`src/rtl/vcfg_pkg.sv`:
```
package vcfg_pkg;

   localparam int unsigned CODE_W   = 3;
   localparam int unsigned REG_W    = 5;
   localparam int unsigned N_OPERND = 3;

   // multiplier code 4 is reserved, 5..7 are fractional
   localparam logic [CODE_W-1:0] LMUL_RSV = 3'd4;

   typedef struct packed {
      logic [CODE_W-1:0] sew;
      logic [CODE_W-1:0] lmul;
      logic              tail_agn;
      logic              mask_agn;
      logic              ill;
   } vtype_t;

   function automatic logic lmul_is_int(input logic [CODE_W-1:0] code);
      return (code[2] == 1'b0);
   endfunction

   // log2 of the multiplier, two's complement in 8 bits
   function automatic logic signed [7:0] lmul_log2(input logic [CODE_W-1:0] code);
      logic signed [7:0] r;
      case (code)
         3'd0:    r = 8'sd0;
         3'd1:    r = 8'sd1;
         3'd2:    r = 8'sd2;
         3'd3:    r = 8'sd3;
         3'd5:    r = -8'sd3;
         3'd6:    r = -8'sd2;
         3'd7:    r = -8'sd1;
         default: r = 8'sd0;
      endcase
      return r;
   endfunction

endpackage

```
`src/rtl/vcfg_limit.sv`:
```
module vcfg_limit
   import vcfg_pkg::*;
#(
   parameter int unsigned VLEN  = 128,
   parameter int unsigned ELEN  = 64,
   parameter int unsigned AVL_W = 16,
   localparam int unsigned LOG_VLEN = $clog2(VLEN),
   localparam int unsigned VL_W     = LOG_VLEN + 1
) (
   input  logic [AVL_W-1:0]  avl,
   input  logic [CODE_W-1:0] sew,
   input  logic [CODE_W-1:0] lmul,
   output logic              legal,
   output logic [VL_W-1:0]   grant
);

   logic signed [7:0] exp_s;
   logic [VL_W-1:0]   vlmax;
   logic              width_ok;
   logic [AVL_W-1:0]  vlmax_ext;

   // element widths above ELEN are only possible when ELEN < 64
   if (ELEN >= 64) begin : g_full_width
      assign width_ok = (sew[2] == 1'b0);
   end else begin : g_narrow_width
      assign width_ok = (sew[2] == 1'b0) && ((32'd8 << sew[1:0]) <= ELEN);
   end

   // log2(maximum) = log2(VLEN) + log2(multiplier) - log2(element width)
   always_comb begin
      exp_s = 8'(LOG_VLEN) + lmul_log2(lmul) - 8'sd3 - {6'd0, sew[1:0]};
      legal = width_ok && (lmul != LMUL_RSV) && !exp_s[7];
      vlmax = exp_s[7] ? '0 : (VL_W'(1) << exp_s[3:0]);
   end

   assign vlmax_ext = AVL_W'(vlmax);

   always_comb begin
      if (!legal)
         grant = '0;
      else if (avl <= vlmax_ext)
         grant = VL_W'(avl);
      else
         grant = vlmax;
   end

endmodule

```
`src/rtl/vcfg_state.sv`:
```
module vcfg_state
   import vcfg_pkg::*;
#(
   parameter int unsigned VL_W = 8
) (
   input  logic            clk,
   input  logic            rst_n,
   input  logic            load,
   input  vtype_t          nxt_type,
   input  logic [VL_W-1:0] nxt_vl,
   output vtype_t          cur_type,
   output logic [VL_W-1:0] cur_vl
);

   always_ff @(posedge clk or negedge rst_n) begin
      if (!rst_n) begin
         cur_type     <= '0;
         cur_type.ill <= 1'b1;
         cur_vl       <= '0;
      end else if (load) begin
         cur_type <= nxt_type;
         cur_vl   <= nxt_vl;
      end
   end

endmodule

```
`src/rtl/vcfg_align.sv`:
```
module vcfg_align
   import vcfg_pkg::*;
(
   input  logic                         clk,
   input  logic                         rst_n,
   input  logic                         op_valid,
   input  logic [N_OPERND-1:0][REG_W-1:0] idx,
   input  logic [CODE_W-1:0]            lmul,
   input  logic                         ill,
   output logic                         trap
);

   logic [N_OPERND-1:0] mis;
   logic [REG_W-1:0]    low_mask;

   assign low_mask = lmul_is_int(lmul) ? REG_W'((5'd1 << lmul[1:0]) - 5'd1) : '0;

   for (genvar g = 0; g < N_OPERND; g++) begin : g_operand
      assign mis[g] = |(idx[g] & low_mask);
   end

   always_ff @(posedge clk or negedge rst_n) begin
      if (!rst_n)
         trap <= 1'b0;
      else
         trap <= op_valid && (ill || (|mis));
   end

endmodule

```
`src/rtl/vcfg_unit.sv`:
```
module vcfg_unit
   import vcfg_pkg::*;
#(
   parameter int unsigned VLEN  = 128,
   parameter int unsigned ELEN  = 64,
   parameter int unsigned AVL_W = 16
) (
   input  logic                     clk,
   input  logic                     rst_n,
   input  logic                     cfg_valid,
   input  logic [AVL_W-1:0]         cfg_avl,
   input  logic [2:0]               cfg_sew,
   input  logic [2:0]               cfg_lmul,
   input  logic                     cfg_tail_agn,
   input  logic                     cfg_mask_agn,
   output logic [$clog2(VLEN):0]    vl,
   output logic [2:0]               vt_sew,
   output logic [2:0]               vt_lmul,
   output logic                     vt_tail_agn,
   output logic                     vt_mask_agn,
   output logic                     vt_ill,
   input  logic                     op_valid,
   input  logic [4:0]               op_vd,
   input  logic [4:0]               op_vs1,
   input  logic [4:0]               op_vs2,
   output logic                     op_trap
);

   localparam int unsigned VL_W = $clog2(VLEN) + 1;

   if ((VLEN & (VLEN - 1)) != 0 || VLEN < 8) begin : g_bad_vlen
      $error("vcfg_unit: VLEN must be a power of two of at least 8");
   end
   if ((ELEN & (ELEN - 1)) != 0 || ELEN < 8 || ELEN > VLEN) begin : g_bad_elen
      $error("vcfg_unit: ELEN must be a power of two between 8 and VLEN");
   end
   if (AVL_W < VL_W) begin : g_bad_avl
      $error("vcfg_unit: AVL_W too narrow for the largest grant");
   end

   logic            legal;
   logic [VL_W-1:0] grant;
   vtype_t          nxt_type;
   vtype_t          cur_type;

   vcfg_limit #(.VLEN(VLEN), .ELEN(ELEN), .AVL_W(AVL_W)) i_limit (
      .avl   (cfg_avl),
      .sew   (cfg_sew),
      .lmul  (cfg_lmul),
      .legal (legal),
      .grant (grant)
   );

   always_comb begin
      nxt_type.sew      = legal ? cfg_sew      : '0;
      nxt_type.lmul     = legal ? cfg_lmul     : '0;
      nxt_type.tail_agn = legal ? cfg_tail_agn : 1'b0;
      nxt_type.mask_agn = legal ? cfg_mask_agn : 1'b0;
      nxt_type.ill      = !legal;
   end

   vcfg_state #(.VL_W(VL_W)) i_state (
      .clk      (clk),
      .rst_n    (rst_n),
      .load     (cfg_valid),
      .nxt_type (nxt_type),
      .nxt_vl   (grant),
      .cur_type (cur_type),
      .cur_vl   (vl)
   );

   assign vt_sew      = cur_type.sew;
   assign vt_lmul     = cur_type.lmul;
   assign vt_tail_agn = cur_type.tail_agn;
   assign vt_mask_agn = cur_type.mask_agn;
   assign vt_ill      = cur_type.ill;

   vcfg_align i_align (
      .clk      (clk),
      .rst_n    (rst_n),
      .op_valid (op_valid),
      .idx      ({op_vs2, op_vs1, op_vd}),
      .lmul     (cur_type.lmul),
      .ill      (cur_type.ill),
      .trap     (op_trap)
   );

endmodule

```
`config.mk`:
```
export PLATFORM = sky130hd
export DESIGN_NAME = vcfg_unit
export DESIGN_NICKNAME = d
export VERILOG_FILES = /design/src/rtl/vcfg_pkg.sv /design/src/rtl/vcfg_limit.sv /design/src/rtl/vcfg_state.sv /design/src/rtl/vcfg_align.sv /design/src/rtl/vcfg_unit.sv
export SDC_FILE = /design/constraint.sdc
export NUM_CORES = 1
export LEC_CHECK = 0
export BUFFER_PORTS_ARGS = -buffer_cell sky130_fd_sc_hd__buf_2
export CAP_MARGIN = 5
export CELL_PAD_IN_SITES_DETAIL_PLACEMENT = 2
export CELL_PAD_IN_SITES_GLOBAL_PLACEMENT = 2
export CORE_MARGIN = 5
export CORE_UTILIZATION = 28
export DETAILED_ROUTE_END_ITERATION = 10
export HOLD_SLACK_MARGIN = 0.1
export PLACE_DENSITY_LB_ADDON = 0.1
export SYNTH_ARGS = -nofsm -noshare
export SYNTH_HDL_FRONTEND = slang
export SYNTH_HIERARCHICAL = 1
export SYNTH_SLANG_ARGS = --single-unit
```
`constraint.sdc`:
```
create_clock -name clk -period 1.25 [get_ports clk]
set_clock_uncertainty 0.1 [all_clocks]
set_input_delay 0.1875 -clock clk [delete_from_list [all_inputs] [get_ports clk]]
set_output_delay 0.1875 -clock clk [all_outputs]
set_load 0.02 [all_outputs]
```
# Yosys cells after proc, flatten, opt, wreduce, memory -nomap -nowiden
# Index checks and enable logic that the tools add are counted.
[op_classes]
addsub = 4
magnitude_cmp = 1
n_eq_ne = 7
shifts = 2
n_mux = 9
n_bitwise = 4
reduce_logical = 7
[ops]
columns = ["op", "n"]
rows = [
  ["case mux 8 bit (6 select lines)", 1],
  ["two-way mux 8 bit", 3],
  ["<= comparator 16 x 8 -> 1 bit", 1],
  ["AND 5 bit", 3],
  ["OR reduction 15 bit", 1],
  ["== test 3 bit (second input constant)", 3],
  ["adder 3 x 8 -> 8 bit (first input constant)", 1],
  ["<< shifter 1 x 4 -> 8 bit (first input constant)", 1],
  ["subtractor 8 x 2 -> 8 bit", 1],
  ["subtractor 8 x 2 -> 8 bit (second input constant)", 1],
  ["== test 3 x 2 -> 1 bit (second input constant)", 2],
  ["two-way mux 3 bit", 2],
  ["two-way mux 5 bit", 1],
  ["<< shifter 1 x 2 -> 5 bit (first input constant)", 1],
  ["subtractor 5 x 1 -> 5 bit (second input constant)", 1],
  ["== test 3 x 1 -> 1 bit (second input constant)", 1],
  ["logical AND 1 bit", 3],
  ["inequality test 3 bit (second input constant)", 1],
  ["zero test 1 bit", 2],
  ["two-way mux 1 bit", 2],
  ["logical OR 1 bit", 1],
  ["NOT 1 bit", 1],
]
[totals]
ff_bits = 18
inputBits = 43
out_inout_bits = 18
wordCells = 41

# Depth between registers and ports, before layout
[logic_depth]
depth_word = 10
ltp_mapped = 17
depth_no_buf = 16

# By module
# Netlist, hierarchy kept.
[modules_own_cells]
columns = ["module", "instances", "cells_per_inst", "area_each_um2", "seq_area_each_um2"]
rows = [
  ["vcfg_state", 1, 36, 686.9, 426.7],
  ["vcfg_limit", 1, 80, 584.3, 0.0],
  ["vcfg_align", 1, 9, 75.1, 25.0],
  ["vcfg_unit", 1, 9, 53.8, 0.0],
]

# Least setup slack after synthesis
# OpenSTA, ideal clock, no wires.
[synth_timing]
path_kind = "input -> register"
start = "in cfg_lmul[1]"
end = "reg i_state.cur_vl[1]"
setup_time_ps = 125
arrival_time_ps = 3012
t_required_ps = 1025
path_slack_ps = -1987
stages = 15
path_cell_list = "clkbuf_1 > ha_1 > ha_1 > fa_1 > inv_1 > ha_1 > and3b_1 > clkbuf_1 > nand3_1 > ha_1 > nand4_1 > o21ai_1 > nand3_4 > mux2i_1 > mux2_4"
[synth_between]
elab_chain_len = 10
elab_cells_between_ends = 19
classes_between = "add/sub: 3; order compare: 1; eq/ne: 7; shift: 1; mux: 4; reduce/logical: 3"
[synth_lines]
columns = ["element", "line", "text"]
rows = [
  ["from (decl)", "vcfg_unit.sv:13", "input logic [2:0] cfg_lmul,"],
  ["== test 3 bit, or another cell as far along", "vcfg_pkg.sv:25", "case (code)"],
  ["case mux 8 bit (6 select lines)", "vcfg_pkg.sv:25", ""],
  ["adder 3 x 8 -> 8 bit", "vcfg_limit.sv:31", "exp_s = 8'(LOG_VLEN) + lmul_log2(lmul) - 8'sd3 - {6'd0, sew[1:0]};"],
  ["subtractor 8 x 2 -> 8 bit (2 in series)", "vcfg_limit.sv:31", ""],
  ["<< shifter 1 x 4 -> 8 bit", "vcfg_limit.sv:33", "vlmax = exp_s[7] ? '0 : (VL_W'(1) << exp_s[3:0]);"],
  ["two-way mux 8 bit", "vcfg_limit.sv:33", ""],
  ["<= comparator 16 x 8 -> 1 bit", "vcfg_limit.sv:41", "else if (avl <= vlmax_ext)"],
  ["two-way mux 8 bit", "vcfg_limit.sv:41", ""],
  ["two-way mux 8 bit (*)", "vcfg_limit.sv:39", "if (!legal)"],
  ["net grant[1]", "vcfg_unit.sv:42", "logic [VL_W-1:0] grant;"],
  ["to (signal assigned)", "vcfg_state.sv:22", "cur_vl <= nxt_vl;"],
  ["to (decl)", "vcfg_state.sv:12", "output logic [VL_W-1:0] cur_vl"],
]
# The timed path passes the listed nets; every way through them passes the cells marked *.
# A chain may end at the register's enable or synchronous reset.

# Worst setup path after layout
[layout_timing]
start = "in cfg_lmul[1]"
end = "reg i_state.cur_vl[2]"
# The elaborated chain is that of the path after synthesis.

==> summary.txt <==
Route
  • Vias per cell: 4.79
  • Vias: 1,384
  • Routed WL: about 5400 um
  • DRC errors left: 0
  • Antenna Nets Post-Route: 0
  • Avg WL per Cell: roughly 19 um
  • TritonRoute pass-1 iters: 4
  • Starting DRT DRC Count: 27

Die
  • Die ar.: ~6500 sq um
  • Rows: 25
  • Die W: about 80 um
  • Core area: 4790 sq um
  • I/O pins: just over 60
  • Die Height: 80.7 um
  • Starting Density: between 20 and 30%

Global route
  • First-pass GRT wire length: around 8400 um
  • Largest net degree at the start of global routing: 19
  • Antenna violations before repair: 0
  • Vias in the first global route: 1,627
  • Total gr overflow: 0
  • Global Route Usage Sum: 17.3%

Critical path
  • Crit end category: flip-flop
  • Reg2reg setup slack: about 0.080 ns
  • R2R cell count: 3
  • Worst Setup Start Kind: input port
  • Reg2Reg Launch Point: i_state/cur_type[4]
  • Crit-path max FO: 7
  • Critical Path End: i_state/cur_vl[2]
  • Critical path class: in2reg
  • CP arrival: 3.12 ns
  • Reg2reg end: i_align/trap
  • CP required: about 1.4 ns
  • Crit. Startpoint: cfg_lmul[1]

Place
  • Setup Slack @ Placement: -2.33 ns
  • Routability cong.: ~0.76
  • HPWL after detailed placement: 3960 um
  • IO Port Bufs: 54

STA
  • Sum Neg Setup Slack: -20.09 ns
  • RSZ-0062 raised after global routing: true
  • Minimum clock period: between 3 and 4 ns
  • Final WS setup: -1.77 ns
  • Finish-stage setup viols: 17
  • Period utilization: 242%
  • Worst-Margin Slew: 0.433 ns
  • Pins over their slew limit: 0
  • Relative slew slack: a little under three quarters
  • Worst Hold Slack: ~0.18 ns
  • Hold Fails Final Rpt: 0
  • F_max: 0.331 GHz

Synth
  • Synth Flop Type: dfrtp_1
  • Post-synth EDFFs: 0
  • Syn nets: 190
  • Sequential share of the synthesized area: 32.3%
  • Cell area after synthesis: about 1400 sq um
  • Mapped Cells: about 130
  • Distinct cell type count after synthesis: 38
  • Post-synth top area share: between 30 and 40%
  • Yosys warns: 6
  • Synth top area cells: dfrtp_1 30%, ha_1 11%, mux2_4 11%, mux2_2 5.6%, and2_1 4.0%
  • Ys async rst share: 100%
  • Largest area contributor in the netlist: dfrtp_1
  • Synth top cells by count: 17 x dfrtp_1, 13 x nand2_1, 12 x ha_1, 10 x mux2_4, 9 x and2_1
  • Most frequent cell after synthesis: dfrtp_1
  • Avg Cell Area, Syn: 10.4 sq um
  • Synthesized flop and latch total: 18

Pwr
  • Pwr dens: approximately 840 nW/um^2
  • Clk pwr share: between 20% and 30%
  • Switching pwr: ~630 uW
  • Logic pwr share: a little over two fifths
  • Sequential power share: between 30% and 40%
  • Int Pwr: approximately 1300 uW
  • Sw Ratio: between 30 and 40%
  • Leakage: ~0.0012 uW
  • Peak supply drop: 0.000336 V

Final layout
  • Area grow syn2layout: 67.4%
  • Diode count: 0
  • Layout Utilization: between 40% and 50%
  • Share of layout cells above drive strength 1: around two thirds
  • Fin nets: about 280

Clock network
  • Worst-path clk slew: roughly 0.070 ns
  • Clock root buffer: clkbuf_8
  • Num CTS Buffers: 3
  • Clock Latency Late Sink: around 0.26 ns
  • Clk sinks: 18
  • TritonCTS clock tree: yes
  • H-tree levels: 1
  • Clock buffer depth: 2

Run status
  • Violated checks: setup timing
  • Status: finished, violations left

Flow run
  • # Max-Cap Violations: 0

Hold path
  • Hold WC Path Type: in2reg
  • Hold_sp: op_vs2[1]
## kinds of logic after synthesis
kind of cell,share of synthesized area [%]
flops,32.3
compound gates,8.22
mux,19.2
buf+inv,5.00
simple gates,23.1
fa+ha+maj,12.2
## layout by cell type (no fill, tap or decap), types with 3 or more instances in the layout
master and count:
mux2_4 17, nor2_1 3, mux2i_1 4, o21ai_1 3, clkbuf_8 4, dfrtp_1 17, nand2_1 10, nand2_2 3
a21oi_1 3, nor2b_1 3, nand4_1 4, and2_4 8, ha_1 3, inv_2 3, buf_4 30, buf_2 49
nand3_1 5, buf_6 5, ha_4 9
## metrics by stage
| stage | std cells | power, uW | cell area (sq um) |
|---|---|---|---|
| after CTS | 289 | 1950 | 2290 |
| after floorplan | 134 | 1040 | 1490 |
| after detailed placement | 273 | 1310 | 1970 |
| final | 289 | 1970 | 2340 |
| after global routing | 289 | 2090 | 2340 |
| after global placement | 273 | 1270 | 1970 |
## area by class of cell
cell class                 count  area (sq um)
timing repair buffer          89           597
sequential                    18           452
fill                         502          2440
multi-input combinational    104          1120
clock buffer                   4          55.1
inverter                       7          36.3
tap                           67          83.8
## registers in the layout (all words and copies together) (netlist names)
name and count:
i_align/trap 1, i_state/cur_type 9, i_state/cur_vl 8
## worst min path at each step
stage	end	slack (ns)	cells after the start
final	i_align/trap	0.18	4
after global routing	i_state/cur_type[7]	0.18	3
after detailed placement	i_state/cur_type[3]	0.05	1
after global placement	i_state/cur_type[3]	0.04	1
after CTS	i_state/cur_type[7]	0.18	3
after floorplan	i_align/trap	-0.21	0
## layer usage
metal	GRT usage, %	vias to the layer above	share of wire (%)
met5	0	-	0
met4	7.09	0	1.5
met3	2.69	8	5.0
met2	34.9	44	57
met1	17.2	677	37
li1	-	655	-
## critical path: stages
cell	delay, ns
buf_8	0.10
ha_4	0.23
ha_4	0.15
fa_2	0.33
inv_2	0.08
ha_4	0.13
nor3b_4	0.29
and2_1	0.23
ha_1	0.25
nand4_1	0.18
nand2b_1	0.11
a21o_4	0.23
a311o_1	0.38
o21ai_1	0.09
mux2_4	0.15
## timing repair
action	4_1_cts	5_1_grt
setup endpoints to repair	19	19
hold buffers	2	0
gates cloned	1	0
hold endpoints to repair	19	0
pin swaps	12	8
resized for setup	44	14
buffers inserted	9	1
## power by group through the flow
stage	clock [uW]	sequential [uW]	combinational (uW)
after global routing	534	650	903
after floorplan	0	703	333
after CTS	511	646	796
after global placement	0	654	620
final	487	646	834
after detailed placement	0	658	657
No activity file was read; power rests on OpenSTA's default activity.
